`config.mk`:
```
export PLATFORM = sky130hd
export DESIGN_NAME = irqc_top
export DESIGN_NICKNAME = d
export VERILOG_FILES = /design/src/rtl/irqc_pkg.sv /design/src/rtl/irqc_sync.sv /design/src/rtl/irqc_bank.sv /design/src/rtl/irqc_top.sv
export SDC_FILE = /design/constraint.sdc
export NUM_CORES = 1
export LEC_CHECK = 0
export ABC_CLOCK_PERIOD_IN_PS = 1500
export BUFFER_PORTS_ARGS = -buffer_cell sky130_fd_sc_hd__buf_4
export CAP_MARGIN = 15
export CORE_UTILIZATION = 40
export DETAILED_ROUTE_END_ITERATION = 12
export PLACE_DENSITY_LB_ADDON = 0.1
export SYNTH_ARGS = -nofsm -noshare
export SYNTH_HDL_FRONTEND = slang
export SYNTH_SLANG_ARGS = --single-unit
```
`constraint.sdc`:
```
create_clock -name clk -period 1.5 [get_ports clk]
set_input_delay 0.075 -clock clk [delete_from_list [all_inputs] [get_ports clk]]
set_output_delay 0.075 -clock clk [all_outputs]
set_load 0.02 [all_outputs]
```
`src/rtl/irqc_pkg.sv`:
```
package irqc_pkg;
  typedef enum logic [1:0] {
    ACC_NONE   = 2'd0,
    ACC_STATUS = 2'd1,
    ACC_ENABLE = 2'd2
  } acc_kind_e;
endpackage

```
`src/rtl/irqc_sync.sv`:
```
module irqc_sync #(
  parameter int unsigned WIDTH = 24
) (
  input  logic             clk,
  input  logic             rst_n,
  input  logic [WIDTH-1:0] async_i,
  output logic [WIDTH-1:0] sync_o
);
  logic [WIDTH-1:0] meta_q;
  logic [WIDTH-1:0] stab_q;

  for (genvar i = 0; i < WIDTH; i++) begin : g_bit
    always_ff @(posedge clk or negedge rst_n) begin
      if (!rst_n) begin
        meta_q[i] <= 1'b0;
        stab_q[i] <= 1'b0;
      end else begin
        meta_q[i] <= async_i[i];
        stab_q[i] <= meta_q[i];
      end
    end
  end

  assign sync_o = stab_q;
endmodule

```
`src/rtl/irqc_bank.sv`:
```
module irqc_bank #(
  parameter int unsigned WIDTH     = 8,
  parameter bit          LEVEL_EN  = 1'b0,
  parameter int unsigned LEVEL_BIT = 0
) (
  input  logic             clk,
  input  logic             rst_n,
  input  logic [WIDTH-1:0] sync_i,
  input  logic             en_wr_i,
  input  logic [WIDTH-1:0] en_wdata_i,
  input  logic             rd_clr_i,
  output logic [WIDTH-1:0] status_o,
  output logic [WIDTH-1:0] enable_o
);
  localparam logic [WIDTH-1:0] LVL_SEL = LEVEL_EN ? (WIDTH'(1) << LEVEL_BIT) : '0;

  logic [WIDTH-1:0] prev_q;
  logic [WIDTH-1:0] latch_q, latch_d;
  logic [WIDTH-1:0] enable_q, enable_d;
  logic [WIDTH-1:0] edge_w;

  // next state
  always_comb begin
    edge_w   = sync_i & ~prev_q & enable_q & ~LVL_SEL;
    latch_d  = (rd_clr_i ? '0 : latch_q) | edge_w;
    enable_d = en_wr_i ? en_wdata_i : enable_q;
  end

  // registers
  always_ff @(posedge clk or negedge rst_n) begin
    if (!rst_n) begin
      prev_q   <= '0;
      latch_q  <= '0;
      enable_q <= '0;
    end else begin
      prev_q  <= sync_i;
      latch_q <= latch_d;
      if (en_wr_i) enable_q <= enable_d;
    end
  end

  assign status_o = latch_q | (sync_i & LVL_SEL);
  assign enable_o = enable_q;

  for (genvar i = 0; i < WIDTH; i++) begin : g_chk
    if (!(LEVEL_EN && i == LEVEL_BIT)) begin : g_edge
      AST_MASKED_NO_LATCH: assert property (@(posedge clk) disable iff (!rst_n)
        (!enable_q[i] && !latch_q[i]) |=> !latch_q[i]);
      AST_READ_CLEARS: assert property (@(posedge clk) disable iff (!rst_n)
        (rd_clr_i && !(sync_i[i] && !prev_q[i])) |=> !latch_q[i]);
      AST_EDGE_KEPT: assert property (@(posedge clk) disable iff (!rst_n)
        (sync_i[i] && !prev_q[i] && enable_q[i]) |=> latch_q[i]);
    end
  end
endmodule

```
`src/rtl/irqc_top.sv`:
```
module irqc_top #(
  parameter int unsigned NUM_BANKS = 3,
  parameter int unsigned BANK_W    = 8,
  parameter int unsigned LEVEL_SRC = 10,
  parameter int unsigned ADDR_W    = 3
) (
  input  logic                          clk,
  input  logic                          rst_n,
  input  logic [NUM_BANKS*BANK_W-1:0]   src_i,
  input  logic [ADDR_W-1:0]             reg_addr,
  input  logic                          reg_wr,
  input  logic                          reg_rd,
  input  logic [BANK_W-1:0]             reg_wdata,
  output logic [BANK_W-1:0]             reg_rdata,
  output logic                          irq_o
);
  import irqc_pkg::*;

  localparam int unsigned NUM_SRC = NUM_BANKS * BANK_W;
  localparam int unsigned LVL_BNK = LEVEL_SRC / BANK_W;
  localparam int unsigned LVL_BIT = LEVEL_SRC % BANK_W;

  logic [NUM_SRC-1:0] sync_all;
  logic [BANK_W-1:0]  status_bank [NUM_BANKS];
  logic [BANK_W-1:0]  enable_bank [NUM_BANKS];
  logic [NUM_BANKS-1:0] rd_clr;
  logic [NUM_BANKS-1:0] en_wr;
  logic [BANK_W-1:0]  rdata_q, rdata_d;
  acc_kind_e          acc_kind;

  irqc_sync #(.WIDTH(NUM_SRC)) u_sync (
    .clk    (clk),
    .rst_n  (rst_n),
    .async_i(src_i),
    .sync_o (sync_all)
  );

  for (genvar b = 0; b < NUM_BANKS; b++) begin : g_bank
    assign rd_clr[b] = reg_rd && (reg_addr == ADDR_W'(b));
    assign en_wr[b]  = reg_wr && (reg_addr == ADDR_W'(NUM_BANKS + b));

    irqc_bank #(
      .WIDTH    (BANK_W),
      .LEVEL_EN (LVL_BNK == b),
      .LEVEL_BIT(LVL_BIT)
    ) u_bank (
      .clk       (clk),
      .rst_n     (rst_n),
      .sync_i    (sync_all[b*BANK_W +: BANK_W]),
      .en_wr_i   (en_wr[b]),
      .en_wdata_i(reg_wdata),
      .rd_clr_i  (rd_clr[b]),
      .status_o  (status_bank[b]),
      .enable_o  (enable_bank[b])
    );

    AST_ENABLE_WRITE: assert property (@(posedge clk) disable iff (!rst_n)
      en_wr[b] |=> (enable_bank[b] == $past(reg_wdata)));
    AST_ENABLE_READ: assert property (@(posedge clk) disable iff (!rst_n)
      (reg_rd && reg_addr == ADDR_W'(NUM_BANKS + b)) |=> (reg_rdata == $past(enable_bank[b])));
  end

  // read decode
  always_comb begin
    acc_kind = ACC_NONE;
    rdata_d  = '0;
    for (int b = 0; b < NUM_BANKS; b++) begin
      if (reg_addr == ADDR_W'(b)) begin
        acc_kind = ACC_STATUS;
        rdata_d  = status_bank[b];
      end
      if (reg_addr == ADDR_W'(NUM_BANKS + b)) begin
        acc_kind = ACC_ENABLE;
        rdata_d  = enable_bank[b];
      end
    end
    if (acc_kind == ACC_NONE) rdata_d = '0;
  end

  always_ff @(posedge clk or negedge rst_n) begin
    if (!rst_n) rdata_q <= '0;
    else if (reg_rd) rdata_q <= rdata_d;
  end

  assign reg_rdata = rdata_q;

  // combined line
  always_comb begin
    irq_o = 1'b0;
    for (int b = 0; b < NUM_BANKS; b++) irq_o = irq_o | (|(status_bank[b] & enable_bank[b]));
  end
endmodule

```
; ---- Word-level counts from Yosys, hierarchy flattened
; Cells that the tools add are included.
[op_classes]
n_eq_ne = 5
mux = 16
n_bitwise = 18
n_reduce_logical = 11
[ops]
columns = op, n
row1 = 8-bit 2-to-1 mux, 10
row2 = 8-bit bitwise AND, 9
row3 = 8-bit NOT, 3
row4 = 8-bit OR, 3
row5 = 8-bit OR reduction, 3
row6 = 2-bit 2-to-1 mux, 5
row7 = 8-bit by 3-bit OR with 8-bit output, 1
row8 = "3-bit by 2-bit equality test with 1-bit output, second input constant", 2
row9 = "3-bit equality test, second input constant", 2
row10 = 1-bit logical AND, 6
row11 = "3-bit by 1-bit equality test with 1-bit output, second input constant", 1
row12 = 3-bit zero test, 1
row13 = 2-bit zero test, 1
row14 = 1-bit OR, 2
row15 = 1-bit 2-to-1 mux, 1
[word_totals]
elab_cells = 108
out_inout_bits = 9
inputBits = 39
register_bits = 128

; ---- Longest topological paths before layout
[depth]
ltp_word = 9
ltp_mapped = 6
mapped_depth_nobuf = 4

; ---- By module
; Synthesis repeated with hierarchy kept, for this count alone.
[hier_totals]
cells_unflattened = 334
area_unflattened_um2 = 4619.4
[modules_own_cells]
columns = module, area_each_um2, instances, cells_per_inst, seq_area_each_um2
row1 = irqc_bank (g_bank[0].u_bank ...), 849.6, 2, 58, 600.6
row2 = irqc_sync, 1201.2, 1, 48, 1201.2
row3 = irqc_top, 930.9, 1, 117, 200.2
row4 = irqc_bank (g_bank[1].u_bank), 788.3, 1, 53, 550.5

; ---- Worst setup path after synthesis
; Ideal clock, no wire load.
[synth_path]
kind = reg2reg
start = reg g_bank[1].u_bank.enable_q[7]
end = reg rdata_q[7], in the netlist reg_rdata[7]
arrival_ns = 1.173
path_stages_with_launch = 5
setup_time_ns = 0.125
n_path_buf = 0
setup_slack_ns = 0.202
synth_period_minus_slack_ns = 1.298
required_ns = 1.375
path_cell_list = dfrtp_1 -> mux2_1 -> a221oi_2 -> a21oi_1 -> mux2_2
[synth_via]
elab_chain_len = 4
[synth_rtl]
columns = item, line
row1 = from (decl), irqc_bank.sv:19  ; logic [WIDTH-1:0] enable_q, enable_d;
row2 = from (signal assigned), irqc_bank.sv:38  ; if (en_wr_i) enable_q <= enable_d;
row3 = 8-bit 2-to-1 mux, irqc_top.sv:72  ; if (reg_addr == ADDR_W'(NUM_BANKS + b)) begin
row4 = 8-bit 2-to-1 mux, irqc_top.sv:68  ; if (reg_addr == ADDR_W'(b)) begin
row5 = 8-bit 2-to-1 mux, irqc_top.sv:72
row6 = 8-bit 2-to-1 mux, irqc_top.sv:77  ; if (acc_kind == ACC_NONE) rdata_d = '0;
row7 = to (signal assigned), irqc_top.sv:82  ; else if (reg_rd) rdata_q <= rdata_d;
row8 = to (decl), irqc_top.sv:28  ; logic [BANK_W-1:0] rdata_q, rdata_d;
; No other way between the ends.
; A chain may end at the register's enable or synchronous reset.

; ---- Worst setup path after layout
[layout_path]
start = reg g_bank[2].u_bank.enable_q[0]
end = out irq_o
[layout_via]
elab_chain_len = 3
[layout_rtl]
columns = item, line
row1 = from (decl), irqc_bank.sv:19
row2 = from (signal assigned), irqc_bank.sv:38
row3 = 8-bit bitwise AND, irqc_top.sv:90  ; for (int b = 0; b < NUM_BANKS; b++) irq_o = irq_o | (|(status_bank[b] & enable_bank[b]));
row4 = 8-bit OR reduction, irqc_top.sv:90
row5 = 1-bit OR, irqc_top.sv:90
row6 = to (decl), irqc_top.sv:15  ; output logic irq_o
; No other way between the ends.

==> results list <==
- Residual overflow from global routing: 0
- Internal cell power: 7630 uW
- Fraction of power consumed by combinational cells: 0.142
* Buffers on Ports: 47
- Via count: 2836
* Worst slack after detailed placement: between 0.015 and 0.02 ns
- Clock latency on the worst-skew pair: roughly 0.52 ns
- After detailed routing, the wire length on met1 is roughly 4800 um.
- The multi-input combinational cells in the finished layout cover a total of 1290 sq um.
* Violations in the final reports: setup timing
- Registers take between 3000 and 4000 sq um.
- Cell Rows: 38
- H-tree levels: 4
- Number of distinct library cell variants in the gate-level netlist after synthesis: 28
* Total clock sinks: about 130
- Synth Cell Area: approximately 4500 sq um
- TritonCTS clock tree: built
- The number of clock buffers added by TritonCTS is 17.
- The startpoint identified for the worst hold timing path is reg_wr.
* Final number of max-transition violations: 0
- Sequential cell area fraction in the yosys report: 0.705
- Final critical-path setup slack: -0.308 ns
- For this design the total switching power over the nets is ~2500 uW.
- Root Driver: sky130_fd_sc_hd__clkbuf_8
- Area growth, synth to finish: 39.9%
- Share of final-layout standard cells stronger than drive strength 1: 0.377
- Startpoint class of the critical path: flop
- Arrival time of the worst setup path: 1.73 ns
- Core area: between 10000 and 15000 sq um
- Largest buffer count on any clock path: 2
- Timing would allow up to roughly 0.55 GHz.
- Starting density of the core: 0.411
- For hold timing, the worst endpoint is g_bank[0].u_bank.enable_o[6]$_DFFE_PN0P_.
- Setup violations remaining at the end of the flow were counted as 1.
* Instance count after placement with tap cells included: around 490
- Post-DP HPWL: about 6200 um
- First-pass GRT wire length: between 15000 and 20000 um
* Max Cap Viol: 0
- Power per Cell Area: around 1600 nW/um^2
- Pin count of the biggest net entering global routing: 41
- Gate count of the mapped netlist: slightly below 300
* Cell depth of the worst flop-to-flop path: 5
- Routability-driven placement finished with a final weighted congestion of roughly 0.76.
- Hold-critical path depth: 3
* DIE HEIGHT: 108 um
- The detailed router finished its first iteration with around 140 violations.
* Critical Setup Path Class: flop to primary output
- Yosys reg bits: between 100 and 150
* Fillers: ~900
* YS warnings: 0
- Across every metal layer, demand over resource in global routing totals 0.192.
* Per-cell via count in the routed design: 4.98
* Peak VDD IR: 0.829 mV
* Clock power share: 0.435
- Syn nets: between 300 and 400
* DRC violations left: 0
- At the worst endpoint, the required time is between 1 and 1.5 ns.
- Worst-margin pin slew: 0.571 ns
- The flow ran to the end, but the final reports show violations.
* Leakage Power: between 0.002 and 0.003 uW
- STA classifies the critical path endpoint as a primary output.
* Total Routed Length: approximately 10000 um
- Critical R2R Launch: g_bank[1].u_bank.enable_o[0]$_DFFE_PN0P_
- Commonest non-fill, non-tap cell in the layout: sky130_fd_sc_hd__dfrtp_1
- Antenna violations before repair: 0
- Leaving out fill and tap cells, the most frequent cells in the layout are sky130_fd_sc_hd__dfrtp_1 (125), sky130_fd_sc_hd__buf_4 (68), sky130_fd_sc_hd__dlygate4sd3_1 (36), sky130_fd_sc_hd__mux2_2 (32), sky130_fd_sc_hd__nand2_1 (30).
- Finished Layout Cells: 570
- The floorplan step defined a die boundary enclosing 11600 sq um.
- Across the routed clock network, the largest skew measured is roughly 0.0044 ns.
- Headroom to the max-slew limit came out at 0.619.
- The repair_antennas step left the layout with diodes totalling 0.
* Hold crit path type: input pin to flop
* Count of TritonRoute iterations in the first routing pass: 4
* Number of nets with antenna violations after detailed routing: 0
- In the final design database the tool counted between 400 and 500 nets.
- R2r endpoint: reg_rdata[0]$_DFFE_PN0P_
* Critical path peak fanout: 4
* Top-level I/O count: 48
- Counting I/O delays and the setup requirement, the final critical path takes around 1.8 ns.
* Final-report hold violation count: 0
- Internal reg-to-reg setup slack: approximately 0.01 ns
- The via count of the first global-routing pass was 2848.
- Highest routed metal layer: met4
- Clock transition time at the flip-flop clock pins of the worst setup and hold paths: around 0.06 ns
- Met3 Wirelength: about 500 um
- The share of total power dissipated in sequential elements is 0.423.
- Mean Syn Cell Area: 15.0 sq um
* Net Sw Frac: 0.248
- Setup repair after global routing could not meet its margin everywhere.
- Period utilisation layout: 1.21
* Length of routed met2 wiring: ~4500 um
- After detailed routing, the average wire length per cell comes to between 15 and 20 um.
- Die X: approximately 110 um
## worst max-delay path by stage
stage | startpoint | end | slack, ns | cells past startpoint
global route | g_bank[2].u_bank.status_o[4]$_DFF_PN0_ | irq_o | -0.43 | 5
global placement | g_bank[1].u_bank.enable_o[7]$_DFFE_PN0P_ | reg_rdata[7]$_DFFE_PN0P_ | 0.07 | 4
finish | g_bank[2].u_bank.enable_o[0]$_DFFE_PN0P_ | irq_o | -0.31 | 4
CTS | g_bank[0].u_bank.status_o[4]$_DFF_PN0_ | irq_o | -0.34 | 5
floorplan | g_bank[1].u_bank.enable_o[7]$_DFFE_PN0P_ | reg_rdata[7]$_DFFE_PN0P_ | 0.20 | 4
detailed placement | reg_addr[2] | reg_rdata[0]$_DFFE_PN0P_ | 0.02 | 5
## power groups by stage
stage	registers, uW	logic, uW	clock network [uW]
after detailed placement	4330	1180	0
after global routing	4350	1570	4660
after global placement	4320	1150	0
final	4290	1440	4410
after CTS	4290	1340	4500
after floorplan	4230	665	0
## layout make-up
| class | count | share of cell area |
|---|---|---|
| multi-input cells | 151 | 0.206 |
| well taps | 140 | 0.0280 |
| clock inverters | 13 | 0.0336 |
| repair buffers | 109 | 0.152 |
| inverters | 12 | 0.00720 |
| flip-flops and latches | 126 | 0.504 |
| clock buffers | 19 | 0.0690 |
## critical path: stages, from the launching register on
cell and delay [ns]:
sky130_fd_sc_hd__dfrtp_1 0.41, sky130_fd_sc_hd__a22o_1 0.25, sky130_fd_sc_hd__a221oi_2 0.20, sky130_fd_sc_hd__nand4_1 0.17, sky130_fd_sc_hd__buf_6 0.18
## metal layers
metal  vias up  track usage
met5         -            0
met4         0       0.0793
met1      1420        0.270
met3        13       0.0617
met2        80        0.272
li1       1323            -
## kinds of logic after synthesis
| group | after synthesis | share of synthesized area |
|---|---|---|
| AND/OR/NAND/NOR | 45 | 0.0484 |
| AO/OA/AOI/OAI | 60 | 0.104 |
| flip-flops | 126 | 0.705 |
| buffers and inverters | 21 | 0.0229 |
| multiplexers | 46 | 0.119 |
## synth_stat cells
| cell | number | area, sq um |
|---|---|---|
| sky130_fd_sc_hd__buf_6 | 2 | 22.5 |
| sky130_fd_sc_hd__nand3b_1 | 1 | 7.51 |
| sky130_fd_sc_hd__o32ai_1 | 2 | 17.5 |
| sky130_fd_sc_hd__a221oi_1 | 4 | 35.0 |
| sky130_fd_sc_hd__a21oi_1 | 7 | 35.0 |
| sky130_fd_sc_hd__nand4_1 | 3 | 18.8 |
| sky130_fd_sc_hd__o21a_1 | 1 | 7.51 |
| sky130_fd_sc_hd__inv_1 | 12 | 45.0 |
| sky130_fd_sc_hd__a32o_1 | 10 | 100 |
| sky130_fd_sc_hd__o21ai_0 | 13 | 65.1 |
| sky130_fd_sc_hd__buf_2 | 7 | 35.0 |
| sky130_fd_sc_hd__and2b_4 | 1 | 10.0 |
| sky130_fd_sc_hd__nor2b_1 | 3 | 18.8 |
| sky130_fd_sc_hd__a22o_1 | 1 | 8.76 |
| sky130_fd_sc_hd__and3_1 | 1 | 6.26 |
| sky130_fd_sc_hd__mux2_4 | 4 | 60.1 |
| sky130_fd_sc_hd__a221oi_2 | 4 | 60.1 |
| sky130_fd_sc_hd__a22oi_1 | 17 | 128 |
| sky130_fd_sc_hd__mux2_1 | 8 | 90.1 |
| sky130_fd_sc_hd__o221ai_1 | 1 | 8.76 |
| sky130_fd_sc_hd__nand3_1 | 1 | 5.00 |
| sky130_fd_sc_hd__nor4_1 | 1 | 6.26 |
| sky130_fd_sc_hd__mux2_2 | 34 | 383 |
| sky130_fd_sc_hd__nor2_1 | 2 | 7.51 |
| sky130_fd_sc_hd__nand3_4 | 1 | 17.5 |
| sky130_fd_sc_hd__nand2_1 | 30 | 113 |
| sky130_fd_sc_hd__dfrtp_1 | 126 | 3150 |
| sky130_fd_sc_hd__nand2b_1 | 1 | 6.26 |
## repair_timing
item | in CTS | in global routing
endpoints found under the setup margin | 1 | 3
hold buffers | 36 | 0
endpoints found under the hold margin | 182 | 0
pin swaps | 0 | 6
gates resized for setup | 6 | 12
gates cloned | 0 | 0
buffers inserted | 4 | 6
## flip-flops by register name, summed over array words and instances, names as in the netlist
name / flops
g_bank.u_bank.enable_o: 24
g_bank.u_bank.latch_q: 7
g_bank.u_bank.prev_q: 23
g_bank.u_bank.status_o: 16
reg_rdata: 8
u_sync.meta_q: 24
u_sync.sync_o: 24
## per-stage QoR
stage / util / area, sq um / TNS [ns] / power [uW] / hold slack, ns
global placement: 0.468 / 5100 / 0 / 5480 / 0.105
finish: 0.575 / 6260 / -0.308 / 10100 / 0.0483
CTS: 0.566 / 6160 / -0.346 / 10100 / 0.0198
floorplan: - / 4470 / 0 / 4890 / -0.221
detailed placement: 0.468 / 5100 / 0 / 5510 / 0.107
global route: 0.575 / 6260 / -0.472 / 10600 / 0.0316
(Power assumes the default switching activity.)
